## src/rtl/buf_dma_pkg.sv

```systemverilog
// Shared definitions for the packet-buffer copy/checksum engine.
// Assumes byte-wide memory and a 16-bit checksum built from byte pairs.
package buf_dma_pkg;
    localparam int BYTE_W = 8;
    localparam int SUM_W  = 2 * BYTE_W;

    localparam logic MODE_COPY = 1'b0;
    localparam logic MODE_SUM  = 1'b1;

    typedef enum logic [1:0] {
        ST_IDLE,
        ST_READ,
        ST_TAKE,
        ST_WRITE
    } dma_state_e;
endpackage

```

## src/rtl/buf_dma_addr_step.sv

```systemverilog
// Next-address stepper for a bounded ring: it returns lo_i after hi_i and cur_i+1 otherwise.
// Assumes lo_i/hi_i are inclusive. With lo_i=0 and hi_i=all ones it acts as a plain linear increment.
module buf_dma_addr_step #(
    parameter int ADDR_W = 13
) (
    input  logic [ADDR_W-1:0] cur_i,
    input  logic [ADDR_W-1:0] lo_i,
    input  logic [ADDR_W-1:0] hi_i,
    output logic [ADDR_W-1:0] nxt_o
);
    // Select wrap target or increment.
    always_comb begin
        if (cur_i == hi_i) nxt_o = lo_i;
        else               nxt_o = cur_i + ADDR_W'(1);
    end
endmodule

```

## src/rtl/buf_dma_csum_add.sv

```systemverilog
// Adds one byte into a 16-bit one's-complement accumulator.
// The byte goes to the high lane when low_lane_i is 0, which gives big-endian word order.
// Assumes that adding bytes lane by lane gives the same result as adding whole words, since end-around addition is associative.
module buf_dma_csum_add
    import buf_dma_pkg::*;
(
    input  logic [SUM_W-1:0]  acc_i,
    input  logic [BYTE_W-1:0] byte_i,
    input  logic              low_lane_i,
    output logic [SUM_W-1:0]  sum_o
);
    logic [SUM_W-1:0] word;
    logic [SUM_W:0]   raw;

    // Place the byte in its lane, then fold the carry back in.
    always_comb begin
        word  = low_lane_i ? {{BYTE_W{1'b0}}, byte_i} : {byte_i, {BYTE_W{1'b0}}};
        raw   = {1'b0, acc_i} + {1'b0, word};
        sum_o = raw[SUM_W-1:0] + {{(SUM_W-1){1'b0}}, raw[SUM_W]};
    end
endmodule

```

## src/rtl/buf_dma_engine.sv

```systemverilog
// Copy/checksum engine on the shared packet buffer.
// Source reads wrap inside the receive ring; destination writes step linearly.
// One access is outstanding at a time. Read data is expected one cycle after a read grant.
// Parameters are sampled on an accepted start pulse.
module buf_dma_engine
    import buf_dma_pkg::*;
#(
    parameter int ADDR_W = 13
) (
    input  logic              clk,
    input  logic              rst_n,
    input  logic              start_i,
    input  logic              mode_i,
    input  logic [ADDR_W-1:0] src_start_i,
    input  logic [ADDR_W-1:0] src_end_i,
    input  logic [ADDR_W-1:0] dst_i,
    input  logic [ADDR_W-1:0] ring_lo_i,
    input  logic [ADDR_W-1:0] ring_hi_i,
    output logic              mem_req_o,
    output logic              mem_we_o,
    output logic [ADDR_W-1:0] mem_addr_o,
    output logic [BYTE_W-1:0] mem_wdata_o,
    input  logic              mem_gnt_i,
    input  logic [BYTE_W-1:0] mem_rdata_i,
    output logic              busy_o,
    output logic              done_o,
    output logic [SUM_W-1:0]  csum_o
);
    localparam logic [ADDR_W-1:0] LIN_LO = '0;
    localparam logic [ADDR_W-1:0] LIN_HI = '1;

    dma_state_e        state_q;
    logic              csum_mode_q;
    logic [ADDR_W-1:0] rd_ptr_q;
    logic [ADDR_W-1:0] end_q;
    logic [ADDR_W-1:0] wr_ptr_q;
    logic [ADDR_W-1:0] lo_q;
    logic [ADDR_W-1:0] hi_q;
    logic              last_q;
    logic [BYTE_W-1:0] byte_q;
    logic              lane_q;
    logic [SUM_W-1:0]  acc_q;
    logic              done_q;

    logic [ADDR_W-1:0] rd_next;
    logic [ADDR_W-1:0] wr_next;
    logic [ADDR_W-1:0] end_succ;
    logic              empty_w;
    logic [SUM_W-1:0]  sum_w;

    // Source stepper: wraps within the latched ring.
    buf_dma_addr_step #(.ADDR_W(ADDR_W)) u_rd_step (
        .cur_i(rd_ptr_q), .lo_i(lo_q), .hi_i(hi_q), .nxt_o(rd_next)
    );

    // Destination stepper: the ring covers the whole space, so it never wraps early.
    buf_dma_addr_step #(.ADDR_W(ADDR_W)) u_wr_step (
        .cur_i(wr_ptr_q), .lo_i(LIN_LO), .hi_i(LIN_HI), .nxt_o(wr_next)
    );

    // Empty-range test: the range is empty when the successor of its end is its start.
    buf_dma_addr_step #(.ADDR_W(ADDR_W)) u_empty_step (
        .cur_i(src_end_i), .lo_i(ring_lo_i), .hi_i(ring_hi_i), .nxt_o(end_succ)
    );

    // Checksum adder for the byte just returned by memory.
    buf_dma_csum_add u_csum (
        .acc_i(acc_q), .byte_i(mem_rdata_i), .low_lane_i(lane_q), .sum_o(sum_w)
    );

    assign empty_w = (end_succ == src_start_i);

    // Transfer sequencer: accept jobs, step through the read/take/write phases, and signal done.
    always_ff @(posedge clk) begin
        if (!rst_n) begin
            state_q     <= ST_IDLE;
            csum_mode_q <= MODE_COPY;
            rd_ptr_q    <= '0;
            end_q       <= '0;
            wr_ptr_q    <= '0;
            lo_q        <= '0;
            hi_q        <= '0;
            last_q      <= 1'b0;
            byte_q      <= '0;
            lane_q      <= 1'b0;
            acc_q       <= '0;
            done_q      <= 1'b0;
        end else begin
            done_q <= 1'b0;
            case (state_q)
                ST_IDLE: begin
                    if (start_i) begin
                        csum_mode_q <= mode_i;
                        rd_ptr_q    <= src_start_i;
                        end_q       <= src_end_i;
                        wr_ptr_q    <= dst_i;
                        lo_q        <= ring_lo_i;
                        hi_q        <= ring_hi_i;
                        lane_q      <= 1'b0;
                        acc_q       <= '0;
                        if (empty_w) done_q  <= 1'b1;
                        else         state_q <= ST_READ;
                    end
                end
                ST_READ: begin
                    if (mem_gnt_i) begin
                        last_q   <= (rd_ptr_q == end_q);
                        rd_ptr_q <= rd_next;
                        state_q  <= ST_TAKE;
                    end
                end
                ST_TAKE: begin
                    if (csum_mode_q == MODE_SUM) begin
                        acc_q  <= sum_w;
                        lane_q <= ~lane_q;
                        if (last_q) begin
                            state_q <= ST_IDLE;
                            done_q  <= 1'b1;
                        end else begin
                            state_q <= ST_READ;
                        end
                    end else begin
                        byte_q  <= mem_rdata_i;
                        state_q <= ST_WRITE;
                    end
                end
                ST_WRITE: begin
                    if (mem_gnt_i) begin
                        wr_ptr_q <= wr_next;
                        if (last_q) begin
                            state_q <= ST_IDLE;
                            done_q  <= 1'b1;
                        end else begin
                            state_q <= ST_READ;
                        end
                    end
                end
                default: state_q <= ST_IDLE;
            endcase
        end
    end

    // Memory port and status outputs, decoded from the state.
    always_comb begin
        mem_req_o   = (state_q == ST_READ) || (state_q == ST_WRITE);
        mem_we_o    = (state_q == ST_WRITE);
        mem_addr_o  = (state_q == ST_WRITE) ? wr_ptr_q : rd_ptr_q;
        mem_wdata_o = byte_q;
        busy_o      = (state_q != ST_IDLE);
        done_o      = done_q;
        csum_o      = acc_q;
    end
endmodule

```

## config.mk

```make
export PLATFORM = sky130hd
export DESIGN_NAME = buf_dma_engine
export DESIGN_NICKNAME = d
export VERILOG_FILES = /design/src/rtl/buf_dma_pkg.sv /design/src/rtl/buf_dma_addr_step.sv /design/src/rtl/buf_dma_csum_add.sv /design/src/rtl/buf_dma_engine.sv
export SDC_FILE = /design/constraint.sdc
export NUM_CORES = 1
export LEC_CHECK = 0
export ABC_AREA = 1
export BUFFER_PORTS_ARGS = -buffer_cell sky130_fd_sc_hd__buf_2
export CAP_MARGIN = 20
export CORE_ASPECT_RATIO = 1.25
export CORE_MARGIN = 1
export CORE_UTILIZATION = 64
export CTS_BUF_LIST = sky130_fd_sc_hd__clkbuf_4
export DETAILED_ROUTE_END_ITERATION = 10
export GPL_ROUTABILITY_DRIVEN = 1
export PLACE_DENSITY = 0.89
export RECOVER_POWER = 100
export SLEW_MARGIN = 40
export SYNTH_ARGS = -nofsm -noshare
export SYNTH_HDL_FRONTEND = slang
export SYNTH_SLANG_ARGS = --single-unit
```

## constraint.sdc

```tcl
create_clock -name clk -period 9.9 [get_ports clk]
set_input_delay 0.495 -clock clk [delete_from_list [all_inputs] [get_ports clk]]
set_output_delay 0.495 -clock clk [all_outputs]
set_load 0.01 [all_outputs]
```

==> reports/metrics.cfg <==
[cts]
cts.clk_slew.worst_paths_ps = 150
cts_setup_buffers = 0
clk_latency_ps = 460
cts_buffers = 9
max-clock-path-buffers = 2
cts_max_level = 3
cts_sinks = 95
holdBufCountCts = 0
cts_resized = 0
cts-root-buf = clkbuf_4
cts_tree = yes

[power]
switching_power_mw = 0.376
p_total_mw = 0.987
p_per_area_nw_per_um2 = 130
pwr-share-clk_pct = 21.4
power.internal_mw = 0.611
pwr-share-comb_pct = 29.8
p_leak_nw = 3.73
p_sw_share_pct = 38.1
p_seq_share_pct = 48.8
peakVddDrop_uv = 62.4

[worst_setup_path]
crit_type = flip-flop to flip-flop
rr_endpoint = csum_o[14]
endpoint = csum_o[14]
reg2reg_from = lane_q
r2r_cells = 25
start_kind = flip-flop
cp_max_fo = 18
r2r_slack_ps = 5680
arrival_ps = 4620
end_kind = flip-flop
crit_path_start = lane_q
crit_required_ps = 10300

[routing]
first_pass_iters = 8
drc_errors = 0
drt_iter0_markers = 510
vias = 7638
ant_nets = 0
wirelength_um = 20200
wl_per_cell_um = 15.3
via_per_inst = 5.80

[timing]
fin_skew_ps = 21.9
report.final.setup_viol = 0
maxSlewHeadroom_pct = -61.6
finalCritPeriodShare_pct = 42.6
max_clock_freq_mhz = 237
period_needed_ps = 4220
hold_viol = 0
fin_setup_tns_ps = 0
timing.final.max_slew_violations = 70
worst_slack_ps = 5680
rsz0062_at_grt = no
tightest_slew_ps = 2420

[global_routing]
grt_pass1_vias = 6661
grt_use_total_pct = 36.2
met2_usage_pct = 59.8
grt_overflow = 0
met1_usage_pct = 42.7
globalRouteMet3Util_pct = 5.79
grt_pass1_wl_um = 31700
grt_busiest_layer = met2
antenna_found_initial = 1
grt_max_degree = 70

[job]
drv_cap = 1

[worst_hold_path]
min_path_type = primary input to flip-flop
worstHoldStart = ring_lo_i[8]

[cells_and_area]
drive_gt1_share_pct = 12.4
final_common_cell = nand2_1
instances_no_fill = 1318
area_growth_pct = 9.20
final_cell_mix = 290 x nand2_1, 118 x inv_1, 95 x dfxtp_1
fin_area_um2 = 7620
nNetsFinal = 1281
nFillCells = 947

[synth]
syn_avg_cell_area_um2 = 6.35
synth_flop_cell = dfxtp_1
ys_seq_elements = 95
async_flop_share_pct = 0
yosys_warnings = 0
synthesis.instances = 1098
synth_cell_type_count = 47
synth_top_area_cell = dfxtp_1
syn-num-nets = 1198
yosysTopAreaCellShare_pct = 27.3
ys_top_cells_by_area = dfxtp_1 27%, nand2_1 16%, o21ai_0 6.5%
ys_seq_area_share_pct = 27.3
syn_area_um2 = 6980
synth_edf_count = 0

[die]
start_util_pct = 65.7
fp.dieArea_um2 = 11300
die_w_um = 95.4
rows = 42
die_y_um = 119
ios = 119
core_area_um2 = 10600

[status]
status = finished, violations left
violations = max-capacitance violations, max-slew violations

[placement]
post-dp-hpwl_um = 15100
io_buffers = 118
placed_area_um2 = 7550
place.gp.congestion = 0.957
place_inst = 1302
place_ws_ps = 5840

## logic make-up (layout without fill, tap and decap cells)
group                      after synthesis  after routing  share of synthesized area [%]
other                                    0              1                              0
DFF                                     95             95                           27.3
AOI/OAI and AO/OA                      221            221                           17.7
and+or+nand+nor                        530            530                           33.5
adders and majority gates               22             22                           4.05
xor gates and xnor gates                52             52                           7.50
buffers and inverters                  178            265                           10.0
## cell type report
type | instances | area [um^2] | share of cell area, %
Antenna cell | 1 | 2.50 | 0.0329
Clock buffer | 10 | 75.1 | 0.986
Clock inverter | 5 | 60.1 | 0.788
Inverter | 130 | 488 | 6.41
Multi-Input combinational cell | 825 | 4380 | 57.4
Sequential cell | 95 | 1900 | 25.0
Tap cell | 132 | 165 | 2.17
Timing Repair Buffer | 120 | 549 | 7.21
## state kept, by name (all words and copies together) (netlist names), 2 cells and up
name / count
hi_q: 13
state_q: 2
end_q: 13
rd_ptr_q: 13
csum_o: 16
mem_wdata_o: 8
wr_ptr_q: 13
lo_q: 13
## worst min path at each step
stage	end	slack (ps)	cells after the start
final	lo_q[8]	270	3
after global routing	lo_q[8]	290	3
after CTS	lo_q[8]	280	3
after detailed placement	mem_wdata_o[4]	450	2
after global placement	mem_wdata_o[6]	450	2
after floorplan	last_q	460	2
## worst max-delay path: stages, from the launching register on
cell	delay, ps
dfxtp_1	690
nand2_1	110
inv_1	70
ha_1	160
inv_1	50
fa_1	390
nand3b_2	210
nand2_1	160
a21o_4	190
nand4_1	100
nand2_1	100
a21oi_1	70
o21bai_1	250
ha_1	200
nand2_1	70
nor2_1	170
nand2_1	130
nor2_1	220
nand3_2	130
nor2_4	140
nand2_4	90
nor2_4	110
nand2_1	60
nand2_1	60
nand3_1	70
a21oi_1	160
## metrics by stage
stage | utilization, % | hold slack, ps
2_1_floorplan | - | 457
3_3_place_gp | 71.0 | 446
3_5_place_dp | 71.1 | 451
4_1_cts | 72.4 | 276
5_1_grt | 71.8 | 286
6_report | 71.8 | 274
## power groups by stage
stage / logic (mW) / clock network (mW) / registers, mW
after detailed placement: 0.292 / 0 / 0.487
after CTS: 0.295 / 0.213 / 0.479
after global routing: 0.331 / 0.227 / 0.486
after floorplan: 0.224 / 0 / 0.459
after global placement: 0.286 / 0 / 0.485
final: 0.294 / 0.212 / 0.481
## cells in the mapped netlist, drive strengths merged (17+ instances only)
master and instances:
a21oi 82, a31oi 19, clkbuf 41, dfxtp 95, ha 21, inv 129
nand2 298, nand3 84, nor2 100, o211ai 17, o21ai 92, xnor2 20
xor2 32
## per-layer routing
metal	vias up	share of wire, %
li1	3764	-
met1	3448	39
met2	335	47
met3	91	7.4
met4	0	6.1
met5	-	0
(Power assumes the default switching activity.)
